`src/rtl/bcs_pkg.sv`:
```
package bcs_pkg;
    typedef enum logic {
        ST_IDLE = 1'b0,
        ST_RUN  = 1'b1
    } bcs_state_e;
endpackage

```
`src/rtl/bcs_ctrl.sv`:
```
module bcs_ctrl
    import bcs_pkg::*;
#(
    parameter int COL_W       = 8,
    parameter int LEN_W       = 3,
    parameter int FIXED_CODES = 4
) (
    input  logic             clk,
    input  logic             rst_n,
    input  logic             start_i,
    input  logic             stop_i,
    input  logic [COL_W-1:0] start_col_i,
    input  logic [LEN_W-1:0] len_sel_i,
    input  logic             interleave_i,
    output logic             run_o,
    output logic [COL_W-1:0] beat_o,
    output logic [COL_W-1:0] base_o,
    output logic [COL_W-1:0] mask_o,
    output logic             ilv_o,
    output logic             valid_o,
    output logic             last_o,
    output logic             err_o
);
    localparam logic [LEN_W-1:0] FP_CODE = LEN_W'(FIXED_CODES);

    bcs_state_e       state_q, state_d;
    logic [COL_W-1:0] beat_q, base_q, mask_q, mask_new;
    logic             full_q, ilv_q, err_q, full_new, at_end;

    assign full_new = (len_sel_i >= FP_CODE);

    always_comb begin
        mask_new = '0;
        for (int i = 0; i < COL_W; i++) begin
            mask_new[i] = full_new || (i < int'(len_sel_i));
        end
    end

    assign at_end = !full_q && (beat_q == mask_q);

    // next-state selection
    always_comb begin
        state_d = state_q;
        unique case (state_q)
            ST_IDLE: if (start_i) state_d = ST_RUN;          // launch
            ST_RUN: begin
                if (start_i)     state_d = ST_RUN;           // restart
                else if (stop_i) state_d = ST_IDLE;          // halt
                else if (at_end) state_d = ST_IDLE;          // finish
                else             state_d = ST_RUN;           // advance
            end
            default: state_d = ST_IDLE;
        endcase
    end

    // state register
    always_ff @(posedge clk or negedge rst_n) begin
        if (!rst_n) state_q <= ST_IDLE;
        else        state_q <= state_d;
    end

    // burst context and beat counter
    always_ff @(posedge clk or negedge rst_n) begin
        if (!rst_n) begin
            beat_q <= '0;
            base_q <= '0;
            mask_q <= '0;
            full_q <= 1'b0;
            ilv_q  <= 1'b0;
            err_q  <= 1'b0;
        end else if (start_i) begin
            beat_q <= '0;
            base_q <= start_col_i;
            mask_q <= mask_new;
            full_q <= full_new;
            ilv_q  <= interleave_i && !full_new;
            err_q  <= interleave_i && full_new;
        end else if (state_q == ST_RUN && state_d == ST_RUN) begin
            beat_q <= beat_q + COL_W'(1);
        end
    end

    // outputs
    always_comb begin
        run_o   = (state_q == ST_RUN);
        valid_o = run_o && !stop_i;
        last_o  = valid_o && at_end;
        beat_o  = beat_q;
        base_o  = base_q;
        mask_o  = mask_q;
        ilv_o   = ilv_q;
        err_o   = err_q;
    end


    finish_to_idle_chk: assert property (@(posedge clk) disable iff (!rst_n)
        (last_o && !start_i) |=> (state_q == ST_IDLE));

    halt_to_idle_chk: assert property (@(posedge clk) disable iff (!rst_n)
        (run_o && stop_i && !start_i) |=> (state_q == ST_IDLE));

    fullpage_persist_chk: assert property (@(posedge clk) disable iff (!rst_n)
        (run_o && full_q && !stop_i) |=> (state_q == ST_RUN));

    bad_combo_flag_chk: assert property (@(posedge clk) disable iff (!rst_n)
        (start_i && interleave_i && full_new) |=> (err_q && !ilv_q));
endmodule

```
`src/rtl/bcs_addr.sv`:
```
module bcs_addr #(
    parameter int COL_W = 8
) (
    input  logic [COL_W-1:0] base_i,
    input  logic [COL_W-1:0] beat_i,
    input  logic [COL_W-1:0] mask_i,
    input  logic             ilv_i,
    output logic [COL_W-1:0] col_o
);
    logic [COL_W-1:0] sum_w, xor_w;

    assign sum_w = base_i + beat_i;
    assign xor_w = base_i ^ beat_i;

    for (genvar b = 0; b < COL_W; b++) begin : g_bit
        assign col_o[b] = !mask_i[b] ? base_i[b] :
                          (ilv_i ? xor_w[b] : sum_w[b]);
    end
endmodule

```
`src/rtl/burst_col_seq.sv`:
```
module burst_col_seq #(
    parameter int COL_W       = 8,
    parameter int LEN_W       = 3,
    parameter int FIXED_CODES = 4
) (
    input  logic             clk,
    input  logic             rst_n,
    input  logic             start_i,
    input  logic             stop_i,
    input  logic [COL_W-1:0] start_col_i,
    input  logic [LEN_W-1:0] len_sel_i,
    input  logic             interleave_i,
    output logic [COL_W-1:0] col_o,
    output logic             valid_o,
    output logic             last_o,
    output logic             cfg_err_o
);
    logic             run_w, ilv_w;
    logic [COL_W-1:0] beat_w, base_w, mask_w;

    bcs_ctrl #(.COL_W(COL_W), .LEN_W(LEN_W), .FIXED_CODES(FIXED_CODES)) u_ctrl (
        .clk          (clk),
        .rst_n        (rst_n),
        .start_i      (start_i),
        .stop_i       (stop_i),
        .start_col_i  (start_col_i),
        .len_sel_i    (len_sel_i),
        .interleave_i (interleave_i),
        .run_o        (run_w),
        .beat_o       (beat_w),
        .base_o       (base_w),
        .mask_o       (mask_w),
        .ilv_o        (ilv_w),
        .valid_o      (valid_o),
        .last_o       (last_o),
        .err_o        (cfg_err_o)
    );

    bcs_addr #(.COL_W(COL_W)) u_addr (
        .base_i (base_w),
        .beat_i (beat_w),
        .mask_i (mask_w),
        .ilv_i  (ilv_w),
        .col_o  (col_o)
    );


    launch_col_chk: assert property (@(posedge clk) disable iff (!rst_n)
        start_i |=> (run_w && col_o == $past(start_col_i)));

    upper_bits_hold_chk: assert property (@(posedge clk) disable iff (!rst_n)
        (run_w && $past(run_w) && !$past(start_i))
            |-> (((col_o ^ $past(col_o)) & ~mask_w) == '0));
endmodule

```
`config.mk`:
```
export PLATFORM = sky130hd
export DESIGN_NAME = burst_col_seq
export DESIGN_NICKNAME = d
export VERILOG_FILES = /design/src/rtl/bcs_pkg.sv /design/src/rtl/bcs_ctrl.sv /design/src/rtl/bcs_addr.sv /design/src/rtl/burst_col_seq.sv
export SDC_FILE = /design/constraint.sdc
export NUM_CORES = 1
export LEC_CHECK = 0
export BUFFER_PORTS_ARGS = -buffer_cell sky130_fd_sc_hd__buf_2
export CELL_PAD_IN_SITES_DETAIL_PLACEMENT = 2
export CELL_PAD_IN_SITES_GLOBAL_PLACEMENT = 2
export CORE_MARGIN = 3
export CORE_UTILIZATION = 35
export CTS_BUF_LIST = sky130_fd_sc_hd__clkbuf_8 sky130_fd_sc_hd__clkbuf_16
export CTS_CLUSTER_SIZE = 16
export DETAILED_ROUTE_END_ITERATION = 6
export PLACE_DENSITY = 0.88
export SLEW_MARGIN = 20
export SYNTH_ARGS = -nofsm -noshare
export SYNTH_HDL_FRONTEND = slang
export SYNTH_SLANG_ARGS = --single-unit
```
`constraint.sdc`:
```
create_clock -name clk -period 2.5 [get_ports clk]
set_clock_uncertainty 0.2 [all_clocks]
set_input_delay 0.125 -clock clk [delete_from_list [all_inputs] [get_ports clk]]
set_output_delay 0.125 -clock clk [all_outputs]
set_load 0.01 [all_outputs]
```
==> impl_metrics.env <==
export IMPL_status="completed"
export IMPL_grt_max_degree=35
export IMPL_fmax_ghz=0.405
export IMPL_yosysWarnings=0
export IMPL_final_cell_mix="buf_2, nor2_1, dfrtp_1"
export IMPL_boundaryPins=27
export IMPL_place_gp_congestion=0.834
export IMPL_layout_commonest_cell="buf_2"
export IMPL_drive_gt1_frac=0.359
export IMPL_rows=24
export IMPL_dieHeight_um=74.4
export IMPL_die_width_um=74.4
export IMPL_ys_types=41
export IMPL_route_detailed_drc=0
export IMPL_hold_ws_ns=0.149
export IMPL_start_util=0.369
export IMPL_via_per_inst=5.56
export IMPL_stdcell_area_um2=2280
export IMPL_slew_violations=0
export IMPL_instances_no_fill=275
export IMPL_coreArea_um2=4440
export IMPL_clockBufferDepth=2
export IMPL_place_inst=246
export IMPL_synth_async_reset_ratio=1.00
export IMPL_synth_area_um2=1640
export IMPL_drtIter0Drc=64
export IMPL_htreeDepth=1
export IMPL_path_clk_slew_ns=0.10
export IMPL_slew_headroom=0.589
export IMPL_grt_pass1_wl_um=8740
export IMPL_grt_usage=0.211
export IMPL_io_buffers=26
export IMPL_root_buffer="clkbuf_8"
export IMPL_antenna_found_initial=0
export IMPL_place_hpwl_um=3610
export IMPL_area_growth_pct=39.3
export IMPL_fill_cells=450
export IMPL_total_power_w=0.00109
export IMPL_postRouteAntennaNets=0
export IMPL_hold_path_class="in -> reg"
export IMPL_drtPass1Iterations=4
export IMPL_antenna_diode_count=0
export IMPL_syn_inst=169
export IMPL_cts_inserted_buffers=3
export IMPL_start_kind="flop"
export IMPL_tritoncts="done"
export IMPL_die_area_um2=5540
export IMPL_finalCoreUtilization=0.514
export IMPL_clk_latency_ns=0.28
export IMPL_syn_num_nets=194
export IMPL_wire_per_inst_um=22.5
export IMPL_setup_viol=0
export IMPL_first_global_vias=1646
export IMPL_crit_arrival_ns=2.14
export IMPL_layout_min_cycle_time_ns=2.47
export IMPL_placed_area_um2=1850
export IMPL_ys_seq_elements=26
export IMPL_cellLeakagePower_nw=0.980
export IMPL_rsz0062_at_grt="true"
export IMPL_drt_total_wl_um=6190
export IMPL_finalNetCount=249
export IMPL_grt_ovfl_total=0
export IMPL_via_count=1529
export IMPL_synthFlopType="dfrtp_1"
export IMPL_required_ns=2.17
export IMPL_tightestPinTransition_ns=0.616
export IMPL_hold_viol=0
export IMPL_clock_sinks=26
export IMPL_period_share=0.988
export IMPL_synth_seq_area_share=0.397
export IMPL_synth_edf_count=0
export IMPL_vdd_ir_drop_max_v=0.000216
export IMPL_crit_type="reg -> out"
export IMPL_powerDensity_nw_per_um2=479
export IMPL_syn_area_per_cell_um2=9.69
export IMPL_crit_fanout=2
export IMPL_drv_cap=0
export IMPL_end_kind="output port"
flip-flops by register name (all words and copies together) (netlist names):
register and cells:
u_ctrl.base_o 8, u_ctrl.run_o 1, u_ctrl.err_o 1, u_ctrl.beat_o 8, u_ctrl.ilv_o 1, u_ctrl.mask_o 6
u_ctrl.full_q 1
metrics by stage:
stage	setup TNS (ns)	setup WS [ns]
global route	-0.250	-0.0743
detailed placement	0	0.140
finish	0	0.0310
floorplan	0	0.371
global placement	0	0.243
CTS	-0.000608	-0.000608
power by group:
part | internal [W] | switching [W] | leakage (nW)
logic | 0.000147 | 0.000156 | 0.640
clock network | 0.000141 | 0.000153 | 0.0288
registers | 0.000450 | 0.0000470 | 0.311
metal layers:
metal  wire (um)  global-route usage  vias up
met3         109              0.0176       12
met2        3360               0.375       32
met4         125              0.0751        0
met5           0                   0        -
li1            -                   -      700
met1        2590               0.267      785
critical path, cell delays in order (launching register included):
cell and delay [ns]:
dfrtp_1 0.43, ha_4 0.19, fa_2 0.39, a21o_1 0.21
a21oi_2 0.17, nor2_1 0.07, xnor2_1 0.14, a21oi_1 0.11
buf_2 0.14
logic make-up after synthesis:
kind of cell             after synthesis  synth area share
flip-flops                            26             0.397
adder cells (fa/ha/maj)                9            0.0733
buffers and inverters                 15            0.0351
AND/OR/NAND/NOR                       53             0.172
AO/OA/AOI/OAI                         38             0.150
multiplexers                          13            0.0871
XOR/XNOR                              15            0.0848
worst paths after layout:
| path | end | startpoint | cells after the start | slack, ns |
|---|---|---|---|---|
| max | col_o[4] | u_ctrl.base_o[0] | 8 | 0.03 |
| min | u_ctrl.beat_o[0] | start_i | 2 | 0.15 |
| max reg2reg | u_ctrl.beat_o[6] | u_ctrl.beat_o[5] | 8 | 0.16 |
| min reg2reg | u_ctrl.err_o | u_ctrl.err_o | 2 | 0.36 |
| max in group asynchronous | u_ctrl.base_o[1] | rst_n | 2 | 1.46 |
| min in group asynchronous | u_ctrl.base_o[3] | rst_n | 2 | 0.20 |
Yosys cell counts, types with 2 or more instances:
cell | count | area (um^2)
a211oi_1 | 4 | 30.0
ha_1 | 8 | 100
nor3_1 | 2 | 10.0
nand3_1 | 4 | 20.0
nor2_1 | 21 | 78.8
a21o_1 | 2 | 15.0
inv_1 | 9 | 33.8
mux2i_1 | 3 | 30.0
xnor2_1 | 8 | 70.1
nand2b_1 | 3 | 18.8
dfrtp_1 | 26 | 651
nor2b_1 | 2 | 12.5
nand2_1 | 7 | 26.3
or3_1 | 2 | 12.5
a21oi_1 | 13 | 65.1
xor2_1 | 6 | 52.6
clkbuf_1 | 5 | 18.8
o21ai_0 | 9 | 45.0
nand4_1 | 4 | 25.0
mux2_2 | 9 | 101
a2111oi_0 | 2 | 17.5
timing repair:
item                                    in CTS  in global routing
resized for setup                           14                 13
pin swaps                                    3                 14
hold endpoints to repair                    39                  0
endpoints found under the setup margin       4                  4
hold buffers                                14                  0
buffers inserted                             5                  6
final cells by class:
cell class / instances / area [um^2] / area share
Inverter: 9 / 33.8 / 0.0148
Timing Repair Buffer: 56 / 390 / 0.171
Multi-Input combinational cell: 128 / 1080 / 0.473
Clock buffer: 4 / 55.1 / 0.0241
Tap cell: 52 / 65.1 / 0.0285
Sequential cell: 26 / 658 / 0.288
(Power assumes the default switching activity.)
